**config.mk**
```make
export PLATFORM = sky130hd
export DESIGN_NAME = seg_id_scrambler
export DESIGN_NICKNAME = d
export VERILOG_FILES = /design/src/rtl/sid_scr_pkg.sv /design/src/rtl/sid_proto_form.sv /design/src/rtl/sid_mult.sv /design/src/rtl/sid_mod_fold.sv /design/src/rtl/seg_id_scrambler.sv
export SDC_FILE = /design/constraint.sdc
export NUM_CORES = 2
export LEC_CHECK = 0
export CORE_UTILIZATION = 39
export CTS_CLUSTER_DIAMETER = 60
export CTS_CLUSTER_SIZE = 14
export DETAILED_ROUTE_END_ITERATION = 10
export GPL_TIMING_DRIVEN = 0
export SYNTH_ARGS = -nofsm -noshare
export SYNTH_HDL_FRONTEND = slang
export SYNTH_SLANG_ARGS = --single-unit
```
**constraint.sdc**
```tcl
create_clock -name clk -period 1.8 [get_ports clk]
set_clock_uncertainty 0.1 [all_clocks]
set_input_delay 0.54 -clock clk [delete_from_list [all_inputs] [get_ports clk]]
set_output_delay 0.54 -clock clk [all_outputs]
set_load 0.05 [all_outputs]
```
**src/rtl/sid_scr_pkg.sv**
```systemverilog
package sid_scr_pkg;

  typedef enum logic {
    MODE_USER   = 1'b0,
    MODE_KERNEL = 1'b1
  } sid_mode_e;

endpackage

```
**src/rtl/sid_proto_form.sv**
```systemverilog
module sid_proto_form
  import sid_scr_pkg::*;
#(
  parameter int VSID_W  = 36,
  parameter int CTX_W   = 20,
  parameter int UESID_W = 15
) (
  input  sid_mode_e         mode,
  input  logic [CTX_W-1:0]  ctx,
  input  logic [VSID_W-1:0] esid,
  output logic [VSID_W-1:0] proto,
  output logic              rsvd
);
  localparam int USER_W = CTX_W + UESID_W;
  localparam int PAD_W  = VSID_W - USER_W;

  logic [VSID_W-1:0] user_proto;

  generate
    if (PAD_W > 0) begin : g_pad
      assign user_proto = {{PAD_W{1'b0}}, ctx, esid[UESID_W-1:0]};
    end else begin : g_nopad
      assign user_proto = {ctx, esid[UESID_W-1:0]};
    end
  endgenerate

  always_comb begin
    proto = (mode == MODE_KERNEL) ? esid : user_proto;
    rsvd  = (proto[VSID_W-1:VSID_W-2] == 2'b10) || (&proto);
  end
endmodule

```
**src/rtl/sid_mult.sv**
```systemverilog
module sid_mult #(
  parameter int          VSID_W  = 36,
  parameter int          MULT_W  = 28,
  parameter logic [63:0] MULT    = 64'd200730139,
  parameter int          CHUNK_W = 7
) (
  input  logic [VSID_W-1:0]        a,
  output logic [VSID_W+MULT_W-1:0] prod
);
  localparam int PROD_W   = VSID_W + MULT_W;
  localparam int N_CHUNKS = (MULT_W + CHUNK_W - 1) / CHUNK_W;
  localparam int MPAD_W   = N_CHUNKS * CHUNK_W;
  localparam logic [MPAD_W-1:0] MULT_P = MPAD_W'(MULT);

  logic [PROD_W-1:0] pp [N_CHUNKS];

  genvar g;
  generate
    for (g = 0; g < N_CHUNKS; g++) begin : g_pp
      localparam logic [CHUNK_W-1:0] DIG = MULT_P[g*CHUNK_W +: CHUNK_W];
      logic [VSID_W+CHUNK_W-1:0] part;
      always_comb begin
        part  = (VSID_W+CHUNK_W)'(a) * (VSID_W+CHUNK_W)'(DIG);
        pp[g] = PROD_W'(part) << (g * CHUNK_W);
      end
    end
  endgenerate

  always_comb begin
    prod = '0;
    for (int i = 0; i < N_CHUNKS; i++) begin
      prod = prod + pp[i];
    end
  end
endmodule

```
**src/rtl/sid_mod_fold.sv**
```systemverilog
module sid_mod_fold #(
  parameter int VSID_W = 36,
  parameter int MULT_W = 28
) (
  input  logic [VSID_W+MULT_W-1:0] prod,
  output logic [VSID_W-1:0]        res
);
  localparam int SUM_W = VSID_W + 1;

  logic [SUM_W-1:0] hi, lo, fold, fold_inc, fixed;

  always_comb begin
    hi       = SUM_W'(prod[VSID_W+MULT_W-1:VSID_W]);
    lo       = SUM_W'(prod[VSID_W-1:0]);
    fold     = hi + lo;
    fold_inc = fold + SUM_W'(1);
    fixed    = fold + SUM_W'(fold_inc[VSID_W]);
    res      = fixed[VSID_W-1:0];
  end
endmodule

```
**src/rtl/seg_id_scrambler.sv**
```systemverilog
module seg_id_scrambler
  import sid_scr_pkg::*;
#(
  parameter int          VSID_W  = 36,
  parameter int          CTX_W   = 20,
  parameter int          UESID_W = 15,
  parameter int          MULT_W  = 28,
  parameter logic [63:0] MULT    = 64'd200730139,
  parameter int          CHUNK_W = 7
) (
  input  logic              clk,
  input  logic              rst_n,
  input  logic              in_valid,
  output logic              in_ready,
  input  logic              in_kernel,
  input  logic [CTX_W-1:0]  in_ctx,
  input  logic [VSID_W-1:0] in_esid,
  output logic              out_valid,
  output logic [VSID_W-1:0] out_vsid,
  output logic              out_rsvd
);
  localparam int PROD_W = VSID_W + MULT_W;

  logic [1:0] rst_sync_q;
  logic       rst_s_n;

  always_ff @(posedge clk or negedge rst_n) begin
    if (!rst_n) rst_sync_q <= 2'b00;
    else        rst_sync_q <= {rst_sync_q[0], 1'b1};
  end
  assign rst_s_n = rst_sync_q[1];

  logic              rdy_q;
  logic              v1_q, v2_q, v3_q;
  logic              r1_q, r2_q, r3_q;
  logic [VSID_W-1:0] proto_q, res_q;
  logic [PROD_W-1:0] prod_q;

  logic              accept;
  logic [VSID_W-1:0] proto_d, res_d;
  logic              rsvd_d;
  logic [PROD_W-1:0] prod_d;
  logic              v1_d, v2_d, v3_d;

  sid_proto_form #(
    .VSID_W (VSID_W),
    .CTX_W  (CTX_W),
    .UESID_W(UESID_W)
  ) u_form (
    .mode (sid_mode_e'(in_kernel)),
    .ctx  (in_ctx),
    .esid (in_esid),
    .proto(proto_d),
    .rsvd (rsvd_d)
  );

  sid_mult #(
    .VSID_W (VSID_W),
    .MULT_W (MULT_W),
    .MULT   (MULT),
    .CHUNK_W(CHUNK_W)
  ) u_mult (
    .a   (proto_q),
    .prod(prod_d)
  );

  sid_mod_fold #(
    .VSID_W(VSID_W),
    .MULT_W(MULT_W)
  ) u_fold (
    .prod(prod_q),
    .res (res_d)
  );

  always_comb begin
    accept = in_valid && rdy_q;
    v1_d   = accept;
    v2_d   = v1_q;
    v3_d   = v2_q;
  end

  always_ff @(posedge clk or negedge rst_s_n) begin
    if (!rst_s_n) begin
      rdy_q <= 1'b0;
      v1_q  <= 1'b0;
      v2_q  <= 1'b0;
      v3_q  <= 1'b0;
      r3_q  <= 1'b0;
      res_q <= '0;
    end else begin
      rdy_q <= 1'b1;
      v1_q  <= v1_d;
      v2_q  <= v2_d;
      v3_q  <= v3_d;
      if (v2_q) begin
        r3_q  <= r2_q;
        res_q <= res_d;
      end
    end
  end

  always_ff @(posedge clk) begin
    if (accept) begin
      proto_q <= proto_d;
      r1_q    <= rsvd_d;
    end
    if (v1_q) begin
      prod_q <= prod_d;
      r2_q   <= r1_q;
    end
  end

  assign in_ready  = rdy_q;
  assign out_valid = v3_q;
  assign out_vsid  = res_q;
  assign out_rsvd  = r3_q;
endmodule

```
### Word-level counts from Yosys, hierarchy flattened

Cells that the tools add are included.

| word-level totals | value |
|---|---|
| bits in registers | 145 |
| input bits | 60 |
| output and inout port bits | 39 |
| word-level logic and storage cells | 26 |

| operators by class | value |
|---|---|
| add/sub/neg operators | 6 |
| multiply operators | 4 |
| eq/ne operators | 1 |
| multiplexer cells | 1 |
| reduce and logical (&&, ||, !) cells | 3 |

Operators with widths:

| cell | number |
|---|---|
| 36-bit by 7-bit multiplier with 43-bit output (second input constant) | 2 |
| 36-bit by 5-bit multiplier with 41-bit output (second input constant) | 2 |
| 58-bit by 64-bit adder with 64-bit output | 1 |
| 51-bit by 57-bit adder with 58-bit output | 1 |
| 41-bit by 50-bit adder with 51-bit output | 1 |
| 28-bit by 36-bit adder with 37-bit output | 1 |
| 37-bit by 1-bit adder with 37-bit output (second input constant) | 1 |
| 36-bit by 1-bit adder with 36-bit output | 1 |
| 36-bit 2-to-1 mux | 1 |
| 36-bit AND reduction | 1 |
| 2-bit == test (second input constant) | 1 |
| 1-bit logical AND | 1 |
| 1-bit logical OR | 1 |

### Depth between registers and ports, before layout

| depth | value |
|---|---|
| depth after elaboration | 4 |
| gate-level depth with buffers | 38 |
| gate-level depth less buffers | 37 |

### Hierarchy

From an unflattened synthesis, not the netlist that was laid out.

| unflattened totals | value |
|---|---|
| cells, all modules | 3280 |
| area total of the unflattened synthesis | 30407.9 um^2 |

Modules (own cells, without submodules):

| module | area an instance (um^2) | cells an instance | instances | sequential area each (um^2) |
|---|---|---|---|---|
| sid_mult | 22147.5 | 2575 | 1 | 0.0 |
| seg_id_scrambler | 4749.6 | 188 | 1 | 4139.0 |
| sid_mod_fold | 2990.4 | 446 | 1 | 0.0 |
| sid_proto_form | 520.5 | 71 | 1 | 0.0 |

### Worst setup path before layout

Ideal clock, no wire load.

| timing path | value |
|---|---|
| kind | reg2reg |
| start | register proto_q[5] |
| end | register prod_q[56], data pin |
| data arrival time | 8.523 ns |
| path buffers | 0 |
| period minus slack after synthesis | 8.889 ns |
| required time | 1.434 ns |
| setup time | 0.266 ns |
| stages on the path, launching flop included | 32 |
| setup slack | -7.089 ns |
| cell sequence | edfxtp_1 > fa_1 > fa_1 > fa_1 > inv_1 > fa_1 > inv_1 > ha_1 > a21o_1 > a2111oi_2 > nor2_1 > a21o_1 > a21oi_1 > xor2_1 > fa_1 > inv_1 > fa_1 > fa_1 > inv_1 > fa_1 > inv_1 > ha_1 > a21o_1 > a2111oi_0 > o21ai_0 > a221oi_1 > o21a_1 > nor2_1 > a21oi_1 > nor2_1 > o41ai_1 > xnor2_1 |

| on the way | value |
|---|---|
| cells in the longest elaborated chain, start to end | 4 |
| elaborated cells between the ends (all ways) | 7 |
| those cells by class | 3 x add/sub; 4 x mul |

Ends and longest elaborated chain:

| item | line | text |
|---|---|---|
| start, declared | seg_id_scrambler.sv:36 | `logic [VSID_W-1:0] proto_q, res_q;` |
| start signal, assigned | seg_id_scrambler.sv:104 | `proto_q <= proto_d;` |
| 36-bit by 5-bit multiplier with 41-bit output | sid_mult.sv:23 | `part = (VSID_W+CHUNK_W)'(a) * (VSID_W+CHUNK_W)'(DIG);` |
| 41-bit by 50-bit adder with 51-bit output | sid_mult.sv:32 | `prod = prod + pp[i];` |
| 51-bit by 57-bit adder with 58-bit output | sid_mult.sv:32 |  |
| 58-bit by 64-bit adder with 64-bit output (*) | sid_mult.sv:32 |  |
| named net prod_d[56] | seg_id_scrambler.sv:42 | `logic [PROD_W-1:0] prod_d;` |
| end signal, assigned | seg_id_scrambler.sv:108 | `prod_q <= prod_d;` |
| end, declared | seg_id_scrambler.sv:37 | `logic [PROD_W-1:0] prod_q;` |

The timed path passes the listed nets; every way through them passes the cells marked *.
A chain may end at the register's enable or synchronous reset.

### Worst setup path in the final report

| timing path | value |
|---|---|
| start | register proto_q[6] |
| end | register prod_q[56], data pin |

The elaborated chain is that of the path after synthesis.

==> results.md <==
- DRT iter0 DRCs: 1263
- CP Class: reg2reg
- Simple-gate share of the synthesized area: 9.63%
- CP max FO: 3
- Vias per inst: 5.20
- Standard-cell rows: 100
- Most common cell after layout, fill and taps aside: inv_1
- CP bufs+invs: 9
- Post-synth top area share: 26.6%
- Worst-Skew Late Latency: 0.50 ns
- Avg WL per Cell: 18.5 µm
- Startpoint Class: register
- RSZ-0062 raised after global routing: yes
- HPWL Detailed: 67300 µm
- Vias: 23500
- Global-route wire length before repair: 133000 µm
- Initial antenna violation count: 0
- Most frequent cells in the layout: inv_1 (693), fa_1 (384), ha_1 (320)
- Die X: 278 µm
- Crit end category: register
- Largest net degree at the start of global routing: 67
- I/O Buffers: 98
- Setup-failing EPs final: 149
- Post-CTS Hold Buffers: 0
- Levels on crit path: 35
- Compound-Gate Fraction of Synth Area: 14.7%
- Pre-CTS setup slack: -8.00 ns
- Adder-Cell Fraction of Synth Area: 44.1%
- Critical Path RT: 1.93 ns
- NumNets Final: 4413
- Multiplexer share of the synthesized area: 1.39%
- CTS Root Cell: clkbuf_16
- Detail Route Antenna Nets: 0
- Reg2reg setup slack: -7.00 ns
- Worst Reg-to-Reg Cells: 35
- CORE AREA: 74800 µm²
- Setup WS post-layout: -7.00 ns
- Arr. time, crit path: 8.93 ns
- Yosys reg bits: 145
- CTS max path bufs: 2
- CTS buffer count: 17
- Cell Area, Placed: 33100 µm²
- Family with the most delay on the worst path: adder cells
- Syn avg cell area: 9.27 µm²
- Initial Util: 39.7%
- Slew HR: 25.8%
- Synth Cell Area: 29700 µm²
- Distinct cells, synth: 93
- Dominant cells by area after synthesis: fa_1 (27%), ha_1 (17%), edfxtp_1 (10%), inv_1 (9.2%), xnor2_1 (4.5%)
- HP Class: in2async
- Ports: 99
- Reg-to-reg startpoint: proto_q[6]
- H-tree depth: 4
- Vias in the first global route: 24100
- DRC errors left: 0
- Finished layout cell area: 37600 µm²
- Gr usage total: 22.1%
- Slew Limit Fails: 0
- Clk slew on worst S/H paths: 0.09 ns
- DR pass1 iterations: 5
- Post-synth top area cell: fa_1
- Failing checks: negative setup slack
- Ys flop type: edfxtp_1
- Peak Freq: 0.114 GHz
- Yosys warns: 0
- Hold Fails Final Rpt: 0
- Synth-to-Final Area Change: 26.8%
- Clock Sinks: 145
- Slowest Stage Delay on Critical Path: 0.54 ns
- Final period util: 489%
- Fillers: 6824
- Gpl congestion: 0.912
- Worst slew pin tran: 1.11 ns
- Full die area: 77200 µm²
- R2r endpoint: prod_q[56]
- CP max-delay cell: fa_1
- GRT overflow: 0
- Min Tclk post-route: 8.80 ns
- Layout cell share with drive strength beyond 1: 22.9%
- XOR/XNOR Fraction of Synth Area: 6.55%
- CTS tree: yes
- Ys async rst share: 29.7%
- Crit-path most repeated cell: fa_1
- Post-Syn Instances: 3203
- Final core occ: 50.3%
- Sequential area share after synthesis: 13.9%
- Outcome: finished with violations
- Combinational family with the most area after synthesis: adder cells
- Die H: 278 µm
- Number of flops mapped to enable cells by yosys: 102
- Final WL: 84000 µm
- Max Cap Violations: 0
==> worst register-to-register path, delay by kind of cell (launching register included) <==
kind,cells,cell delay (ns)
adder cells (fa/ha/maj),10,4.37
XOR/XNOR,2,0.35
AND/OR/NAND/NOR,3,0.17
AO/OA/AOI/OAI,11,2.42
buffers and inverters,9,0.70
flip-flops,1,0.44
==> timing repair <==
item | 4_1_cts | 5_1_grt
hold endpoints to repair | 0 | 0
gates resized for setup | 335 | 217
pin swaps | 194 | 166
setup buffers | 171 | 61
endpoints found under the setup margin | 240 | 169
==> metrics by stage <==
stage                     instances  TNS (ns)  hold WS (ns)
final                          4527   -435.22        0.0876
after global routing           4526   -459.82        0.0838
after CTS                      4469   -447.30        0.0578
after detailed placement       4271   -512.23         0.242
after global placement         4271   -511.10         0.233
after floorplan                3204   -387.56         0.144
==> area by class of cell <==
class	count	area, µm²	area share (%)
Multi-Input combinational cell	2293	25900	68.8
Sequential cell	145	4140	11.0
Timing Repair Buffer	327	2800	7.43
Inverter	728	2770	7.35
Tap cell	969	1210	3.22
Clock buffer	17	425	1.13
Buffer	32	211	0.562
Clock inverter	15	179	0.475
Antenna cell	1	2.50	0.00665
==> worst max path at each step <==
stage,start,endpoint,slack [ns]
6_report,proto_q[6],prod_q[56],-7.00
5_1_grt,proto_q[8],prod_q[62],-7.33
4_1_cts,proto_q[6],prod_q[56],-7.01
3_5_place_dp,proto_q[6],prod_q[63],-8.00
3_3_place_gp,proto_q[4],prod_q[63],-8.00
2_1_floorplan,proto_q[4],prod_q[56],-6.54
==> cell usage after synthesis (5+ instances only) <==
cell type and count:
a2111oi_0 6, a211o_1 8, a211oi_1 12, a21boi_0 7, a21o_1 110, a21oi_1 217, a221o_1 6, a221oi_1 8
a22o_1 5, a311oi_1 6, a31oi_1 28, and2_1 18, and3_1 24, and4_1 5, buf_2 7, clkbuf_1 29
dfrtp_1 43, edfxtp_1 102, fa_1 394, ha_1 415, inv_1 728, mux2_2 34, nand2_1 111, nand2b_1 19
nand3_1 56, nand3b_1 6, nand4_1 31, nor2_1 173, nor2b_1 23, nor3_1 36, nor4_1 13, o211a_1 5
o211ai_1 12, o21a_1 44, o21ai_0 78, o21ai_1 7, o21bai_1 22, o31a_1 5, o31ai_1 14, or2_2 17
or3_1 11, or4_1 5, xnor2_1 152, xor2_1 70
==> routing by layer <==
layer | global-route usage [%] | part of all wire, %
met4 | 6.30 | 2.9
met2 | 37.2 | 47
met5 | 0 | 0
met3 | 2.50 | 4.0
met1 | 29.8 | 46
==> sequential cells by signal, indices dropped and copies added (netlist names) <==
register	cells
prod_q	64
out_vsid	36
proto_q	36
rst_sync_q	2
in_ready	1
out_rsvd	1
out_valid	1
r1_q	1
r2_q	1
v1_q	1
v2_q	1
==> cells by family (layout without fill, tap and decap cells) <==
family          after synthesis  after routing
flops                       145            145
xor+xnor                    222            222
mux                          37             37
buf+inv                     766           1119
simple gates                569            569
other cells                   1              3
compound gates              654            654
fa+ha+maj                   809            809
Power is not shown: default switching activity piles up to over one toggle a cycle in this logic, so the estimate is an artifact.
